==> src/rtl/tile_copy_pkg.sv <==
package tile_copy_pkg;
  localparam int NDIM = 5;

  typedef enum logic [2:0] {
    ST_IDLE,
    ST_CHECK,
    ST_FETCH,
    ST_WAIT,
    ST_PUT,
    ST_DONE
  } tc_state_e;
endpackage

==> src/rtl/tc_odometer.sv <==
module tc_odometer #(
  parameter int ND = 5,
  parameter int DW = 8
) (
  input  logic                 clk,
  input  logic                 rst_n,
  input  logic                 clear,
  input  logic                 step,
  input  logic [ND-1:0][DW-1:0] box,
  output logic [ND-1:0][DW-1:0] idx,
  output logic                 last
);
  logic [ND:0]   carry;
  logic [ND-1:0] wrap;

  assign carry[0] = step;

  for (genvar d = 0; d < ND; d++) begin : g_dim
    assign wrap[d]      = (idx[d] == DW'(box[d] - 1'b1));
    assign carry[d + 1] = carry[d] & wrap[d];

    always_ff @(posedge clk) begin
      if (!rst_n || clear) begin
        idx[d] <= '0;
      end else if (carry[d]) begin
        idx[d] <= wrap[d] ? '0 : idx[d] + 1'b1;
      end
    end
  end

  assign last = &wrap;
endmodule

==> src/rtl/tc_addr_gen.sv <==
module tc_addr_gen #(
  parameter int ND = 5,
  parameter int DW = 8,
  parameter int AW = 16
) (
  input  logic [AW-1:0]         gbase,
  input  logic [ND-1:0][DW-1:0] origin,
  input  logic [ND-1:0][DW-1:0] dims,
  input  logic [ND-1:0][AW-1:0] stride,
  input  logic [ND-1:0][DW-1:0] idx,
  output logic [AW-1:0]         gaddr,
  output logic                  inbounds
);
  localparam int CW = DW + 1;

  logic [ND-1:0]         dim_ok;
  logic [ND-1:0][AW-1:0] term;

  for (genvar d = 0; d < ND; d++) begin : g_term
    logic [CW-1:0] coord;
    assign coord     = {1'b0, origin[d]} + {1'b0, idx[d]};
    assign dim_ok[d] = coord < {1'b0, dims[d]};
    assign term[d]   = AW'(coord) * stride[d];
  end

  always_comb begin
    gaddr = gbase;
    for (int d = 0; d < ND; d++) begin
      gaddr = gaddr + term[d];
    end
  end

  assign inbounds = &dim_ok;
endmodule

==> src/rtl/tc_size_check.sv <==
module tc_size_check #(
  parameter int ND       = 5,
  parameter int DW       = 8,
  parameter int SP_ELEMS = 256
) (
  input  logic [2:0]            rank,
  input  logic [ND-1:0][DW-1:0] box,
  output logic                  reject
);
  localparam int PW = ND * DW;

  logic [PW-1:0] prod;
  logic          any_zero;

  always_comb begin
    prod     = PW'(1);
    any_zero = 1'b0;
    for (int d = 0; d < ND; d++) begin
      prod = prod * PW'(box[d]);
      if (box[d] == '0) any_zero = 1'b1;
    end
  end

  assign reject = (rank == 3'd0) || (32'(rank) > ND) || any_zero ||
                  (prod > PW'(SP_ELEMS));
endmodule

==> src/rtl/tensor_tile_mover.sv <==
module tensor_tile_mover
  import tile_copy_pkg::*;
#(
  parameter int AW       = 16,
  parameter int SAW      = 8,
  parameter int DW       = 8,
  parameter int EW       = 32,
  parameter int SP_ELEMS = 256,
  localparam int EB      = EW / 8,
  localparam int BW      = $clog2(SP_ELEMS * EB + 1)
) (
  input  logic                 clk,
  input  logic                 rst_n,
  input  logic                 req_valid,
  output logic                 req_ready,
  input  logic                 req_store,
  input  logic [2:0]           req_rank,
  input  logic [AW-1:0]        req_gbase,
  input  logic [SAW-1:0]       req_sbase,
  input  logic [NDIM*DW-1:0]   req_dims,
  input  logic [NDIM*AW-1:0]   req_strides,
  input  logic [NDIM*DW-1:0]   req_box,
  input  logic [NDIM*DW-1:0]   req_origin,
  output logic                 gm_req_valid,
  input  logic                 gm_req_ready,
  output logic                 gm_req_we,
  output logic [AW-1:0]        gm_req_addr,
  output logic [EW-1:0]        gm_req_wdata,
  input  logic                 gm_rsp_valid,
  input  logic [EW-1:0]        gm_rsp_rdata,
  output logic                 sp_req_valid,
  input  logic                 sp_req_ready,
  output logic                 sp_req_we,
  output logic [SAW-1:0]       sp_req_addr,
  output logic [EW-1:0]        sp_req_wdata,
  input  logic                 sp_rsp_valid,
  input  logic [EW-1:0]        sp_rsp_rdata,
  output logic                 done_valid,
  output logic                 done_err,
  output logic [BW-1:0]        done_bytes
);
  tc_state_e state_q;

  logic                      store_q;
  logic [2:0]                rank_q;
  logic [AW-1:0]             gbase_q;
  logic [SAW-1:0]            sbase_q;
  logic [NDIM-1:0][DW-1:0]   dims_q, box_q, org_q, idx;
  logic [NDIM-1:0][AW-1:0]   str_q;
  logic [SAW-1:0]            lin_q;
  logic [EW-1:0]             data_q;
  logic [BW-1:0]             bytes_q;
  logic                      err_q;

  logic          accept, reject, last, inb, step;
  logic          src_fire, dst_fire, rsp_valid;
  logic [EW-1:0] rsp_data;
  logic [AW-1:0] gaddr;

  assign req_ready = (state_q == ST_IDLE);
  assign accept    = req_valid && req_ready;

  // Latch the descriptor; dimensions above the rank become unit-sized.
  always_ff @(posedge clk) begin
    if (!rst_n) begin
      store_q <= 1'b0;
      rank_q  <= '0;
      gbase_q <= '0;
      sbase_q <= '0;
      dims_q  <= '0;
      box_q   <= '0;
      org_q   <= '0;
      str_q   <= '0;
    end else if (accept) begin
      store_q <= req_store;
      rank_q  <= req_rank;
      gbase_q <= req_gbase;
      sbase_q <= req_sbase;
      for (int d = 0; d < NDIM; d++) begin
        if (d < 32'(req_rank)) begin
          dims_q[d] <= req_dims[d*DW +: DW];
          box_q[d]  <= req_box[d*DW +: DW];
          org_q[d]  <= req_origin[d*DW +: DW];
          str_q[d]  <= req_strides[d*AW +: AW];
        end else begin
          dims_q[d] <= DW'(1);
          box_q[d]  <= DW'(1);
          org_q[d]  <= '0;
          str_q[d]  <= '0;
        end
      end
    end
  end

  tc_size_check #(.ND(NDIM), .DW(DW), .SP_ELEMS(SP_ELEMS)) u_size (
    .rank   (rank_q),
    .box    (box_q),
    .reject (reject)
  );

  tc_odometer #(.ND(NDIM), .DW(DW)) u_odo (
    .clk   (clk),
    .rst_n (rst_n),
    .clear (accept),
    .step  (step),
    .box   (box_q),
    .idx   (idx),
    .last  (last)
  );

  tc_addr_gen #(.ND(NDIM), .DW(DW), .AW(AW)) u_addr (
    .gbase    (gbase_q),
    .origin   (org_q),
    .dims     (dims_q),
    .stride   (str_q),
    .idx      (idx),
    .gaddr    (gaddr),
    .inbounds (inb)
  );

  // Port drive: fetch from the source side, put to the destination side.
  always_comb begin
    gm_req_valid = ((state_q == ST_FETCH) && !store_q && inb) ||
                   ((state_q == ST_PUT) && store_q);
    sp_req_valid = ((state_q == ST_FETCH) && store_q && inb) ||
                   ((state_q == ST_PUT) && !store_q);
    gm_req_we    = store_q;
    sp_req_we    = !store_q;
    gm_req_addr  = gaddr;
    sp_req_addr  = sbase_q + lin_q;
    gm_req_wdata = data_q;
    sp_req_wdata = data_q;
    src_fire  = (state_q == ST_FETCH) && inb &&
                (store_q ? sp_req_ready : gm_req_ready);
    dst_fire  = (state_q == ST_PUT) && (store_q ? gm_req_ready : sp_req_ready);
    rsp_valid = store_q ? sp_rsp_valid : gm_rsp_valid;
    rsp_data  = store_q ? sp_rsp_rdata : gm_rsp_rdata;
    step      = dst_fire || ((state_q == ST_FETCH) && store_q && !inb);
  end

  always_ff @(posedge clk) begin
    if (!rst_n) begin
      state_q <= ST_IDLE;
      lin_q   <= '0;
      data_q  <= '0;
      bytes_q <= '0;
      err_q   <= 1'b0;
    end else begin
      if (step) lin_q <= lin_q + 1'b1;
      if (dst_fire) bytes_q <= bytes_q + BW'(EB);
      unique case (state_q)
        ST_IDLE: begin
          if (accept) begin
            lin_q   <= '0;
            bytes_q <= '0;
            err_q   <= 1'b0;
            state_q <= ST_CHECK;
          end
        end
        ST_CHECK: begin
          if (reject) begin
            err_q   <= 1'b1;
            state_q <= ST_DONE;
          end else begin
            state_q <= ST_FETCH;
          end
        end
        ST_FETCH: begin
          if (!inb) begin
            if (store_q) begin
              state_q <= last ? ST_DONE : ST_FETCH;
            end else begin
              data_q  <= '0;
              state_q <= ST_PUT;
            end
          end else if (src_fire) begin
            state_q <= ST_WAIT;
          end
        end
        ST_WAIT: begin
          if (rsp_valid) begin
            data_q  <= rsp_data;
            state_q <= ST_PUT;
          end
        end
        ST_PUT: begin
          if (dst_fire) state_q <= last ? ST_DONE : ST_FETCH;
        end
        ST_DONE: state_q <= ST_IDLE;
        default: state_q <= ST_IDLE;
      endcase
    end
  end

  assign done_valid = (state_q == ST_DONE);
  assign done_err   = err_q;
  assign done_bytes = bytes_q;
endmodule

==> config.mk <==
export PLATFORM = sky130hd
export DESIGN_NAME = tensor_tile_mover
export DESIGN_NICKNAME = d
export VERILOG_FILES = /design/src/rtl/tile_copy_pkg.sv /design/src/rtl/tc_odometer.sv /design/src/rtl/tc_addr_gen.sv /design/src/rtl/tc_size_check.sv /design/src/rtl/tensor_tile_mover.sv
export SDC_FILE = /design/constraint.sdc
export NUM_CORES = 2
export LEC_CHECK = 0
export BUFFER_PORTS_ARGS = -buffer_cell sky130_fd_sc_hd__buf_2
export CORE_UTILIZATION = 45
export CTS_CLUSTER_SIZE = 28
export DETAILED_ROUTE_END_ITERATION = 10
export GPL_ROUTABILITY_DRIVEN = 0
export GPL_TIMING_DRIVEN = 0
export PLACE_DENSITY = 0.65
export SLEW_MARGIN = 10
export SYNTH_ARGS = -nofsm -noshare
export SYNTH_HDL_FRONTEND = slang
export SYNTH_SLANG_ARGS = --single-unit
==> constraint.sdc <==
create_clock -name clk -period 16.35 [get_ports clk]
set_input_delay 2.4525 -clock clk [delete_from_list [all_inputs] [get_ports clk]]
set_output_delay 2.4525 -clock clk [all_outputs]
set_load 0.05 [all_outputs]
==> reports/qor.tcl <==
set qor(result_of_the_run) {finished with violations}
set qor(failed_checks) {setup timing}
set qor(cts.clk_slew.worst_paths_ns) 0.06
set qor(finalCriticalPeriod_ns) 17.09
set qor(power.static_leakage_nw) 27.6
set qor(worstHoldStart) {gm_req_wdata[25]}
set qor(clock-root-buffer) {clkbuf_16}
set qor(buffer_ports.inserted) 402
set qor(htree_levels) 2
set qor(drt_pass1_iterations) 6
set qor(final.fill_count) 10614
set qor(cts-buffers-inserted) 42
set qor(antenna_found_initial) 16
set qor(area_enclosed_by_the_die_boundary_um2) 115000
set qor(layout-area-overhead-vs-synth_pct) 13.8
set qor(min-delay-path-class) {flip-flop to flip-flop}
set qor(route.detailed.wl_per_inst_um) 20.8
set qor(timing.critical_path.buf_inv) 13
set qor(critical_path.startpoint) {box_q[4]}
set qor(synth_seq_cells) 321
set qor(post_synth_edffs) 0
set qor(drt_first_iter_violations) 3159
set qor(critical_path.slowest_cell) {fa_1}
set qor(total_power_mw) 4.07
set qor(grt_pass1_vias) 42492
set qor(grt_usage_pct) 28.7
set qor(critPathCaptureType) {flip-flop}
set qor(final_net_count) 7928
set qor(worst_slew_pin_slew_ns) 1.41
set qor(die_height_um) 339
set qor(setup-violations-final) 4
set qor(yosys.area.top_type_share_pct) 34.7
set qor(period_share_pct) 104
set qor(hold_viol_final) 0
set qor(post_synth_main_area_contributors) {fa_1 (35%), dfxtp_1 (13%), ha_1 (9.5%)}
set qor(yosys_most_used_dff) {dfxtp_1}
set qor(grt_first_pass_wirelength_um) 253000
set qor(critPathLaunchType) {flip-flop}
set qor(placeableCoreArea_um2) 113000
set qor(placement_rows) 123
set qor(crit_path_frequent_cell) {fa_1}
set qor(route.met2.wl_um) 73000
set qor(timing.critical_path.required_ns) 16.86
set qor(critPathMaxStageDelay_ns) 0.55
set qor(synth.most_common_cell) {inv_1}
set qor(max_freq_mhz) 58.5
set qor(viasPerCell) 5.33
set qor(number_of_ports_placed_on_the_die_boundary) 405
set qor(syn_std_cell_area_um2) 51200
set qor(post-route-drc-count) 0
set qor(worst-endpoint-arrival_ns) 17.60
set qor(timing.slew.headroom_pct) 6.33
set qor(worst_path_dominant_cell_family) {adder cells}
set qor(grt_setup_unrepaired) {true}
set qor(yosysTopAreaCell) {fa_1}
set qor(clock_insertion_delay_worst_skew_ns) 0.63
set qor(max_cap_viol) 0
set qor(ir_drop_v) 0.0000857
set qor(initial_utilization_pct) 45.4
set qor(async_flop_share_pct) 0
set qor(vias) 42063
set qor(grt_start_max_net_pins) 18
set qor(cts_tree) {done}
set qor(seq_area_frac_synth_pct) 12.6
set qor(post_layout_nonfiller_instances) 7891
set qor(totalWireLength_um) 164000
set qor(cts_sinks) 321
set qor(cts.hold.buffers_added) 0
set qor(dp_cells) 7745
set qor(grt_overflow) 0
set qor(maxUsedRoutingLayer) {met5}
set qor(detailedPlacementHpwl_um) 139000
set qor(dr_wl_met3_um) 14600
set qor(layout_cell_share_with_drive_strength_beyond_1_pct) 12.0
set qor(setup.worst_path.class) {flip-flop to flip-flop}
set qor(fin_worst_hold_slack_ns) 0.466
set qor(drv_slew) 0
set qor(ys_warn_count) 0
set qor(final_antenna_net_count) 0
set qor(largest_fanout_of_any_net_on_the_critical_path) 5
set qor(syn_area_per_cell_um2) 8.76
set qor(synth.cells.most_frequent) {inv_1 (1033), fa_1 (888), nand2_1 (869)}
set qor(synth_cell_type_count) 83
set qor(die_x_um) 339
set qor(ctsLongestPathBuffers) 3
set qor(routedLengthMet1_um) 68900
set qor(totalNegativeSetupSlack_ns) -2.66
set qor(syn-instance-count) 5840
set qor(p_per_cell_area_nw_per_um2) 69.9
set qor(fin_ws_ns) -0.735
set qor(post-place-ws_ns) -2.79
set qor(r2r_start) {box_q[4]}
set qor(finClkSkew_ns) 0.0533
registers in the layout, indices dropped and copies added, names as in the netlist:
signal / flops
state_q: 3
dims_q: 40
rank_q: 3
done_bytes: 9
str_q: 80
u_odo.idx: 40
lin_q: 8
gm_req_wdata: 32
box_q: 40
gm_req_we: 1
org_q: 40
done_err: 1
gbase_q: 16
sbase_q: 8
kinds of logic (layout without fill, tap and decap cells):
kind of cell / count (synthesis) / in the layout / synth area share (%)
compound gates: 663 / 663 / 9.03
xor+xnor: 314 / 314 / 5.39
fa+ha+maj: 1276 / 1276 / 44.2
buf+inv: 1324 / 1867 / 9.97
flops: 321 / 321 / 12.6
mux: 47 / 47 / 0.919
other cells: 1 / 9 / 0.00733
simple gates: 1894 / 1894 / 17.9
timing repair:
item,4_1_cts,5_1_grt
setup buffers,61,12
gates resized for setup,135,19
setup endpoints to repair,4,4
pin swaps,75,11
final timing paths:
check,slack [ns],endpoint,cells past startpoint
setup / recovery,-0.74,state_q[2],69
hold reg to reg,0.47,gm_req_wdata[25],2
setup reg to reg,-0.74,state_q[2],69
hold / removal,0.47,gm_req_wdata[25],2
area by class of cell:
| cell class | instances | area [um^2] | area share, % |
|---|---|---|---|
| repair buffers | 477 | 2610 | 4.48 |
| flip-flops and latches | 321 | 6450 | 11.1 |
| well taps | 1500 | 1880 | 3.22 |
| diodes | 7 | 17.5 | 0.0301 |
| clock buffers | 52 | 1130 | 1.94 |
| plain buffers | 280 | 1250 | 2.14 |
| multi-input cells | 4196 | 40700 | 69.9 |
| inverters | 1035 | 3880 | 6.67 |
| clock inverters | 23 | 312 | 0.535 |
worst reg2reg max path: cells and delay by family, from the launching register on:
family	cells	cell delay [ns]
xor gates and xnor gates	3	0.60
buffers and inverters	13	1.05
and+or+nand+nor	19	3.28
AOI/OAI and AO/OA	14	3.15
DFF	1	0.33
adders and majority gates	20	8.63
metrics by stage:
stage          instance area (um^2)  util, %
2_1_floorplan                 51600        -
3_3_place_gp                  55500     49.2
3_5_place_dp                  55500     49.3
4_1_cts                       58100     51.5
5_1_grt                       58200     51.7
6_report                      58200     51.7
layout by cell type (no fill, tap or decap), drive strengths merged, types with 11 or more instances in the layout:
cell,netlist,final
fa,888,888
a21boi,66,66
o21a,23,23
inv,1035,1042
nand3b,11,11
nand2b,22,22
nand2,870,870
and3,26,26
a21o,48,48
or3,39,39
nand4,26,26
nand3,54,54
a21oi,133,133
nor2,171,171
buf,74,555
a31oi,19,19
nor4,16,16
xnor2,205,205
o21ai,122,122
a211oi,12,12
mux2i,47,47
a22o,149,149
and2,546,546
xor2,109,109
nor2b,21,21
clkbuf,215,254
dfxtp,321,321
nor3,63,63
o21bai,16,16
ha,388,388
power breakdown:
| part | switching, mW | internal, mW |
|---|---|---|
| Combinational | 1.46 | 0.666 |
| Sequential | 0.0870 | 0.878 |
| Clock | 0.420 | 0.565 |
| Total | 1.96 | 2.11 |
metal layers:
layer | up-vias | GRT usage (%)
met4 | 12 | 11.1
met3 | 282 | 5.96
met2 | 1627 | 45.2
met5 | - | 0
met1 | 21050 | 38.8
li1 | 19092 | -
Note: power is estimated with default switching activity, not from simulation.
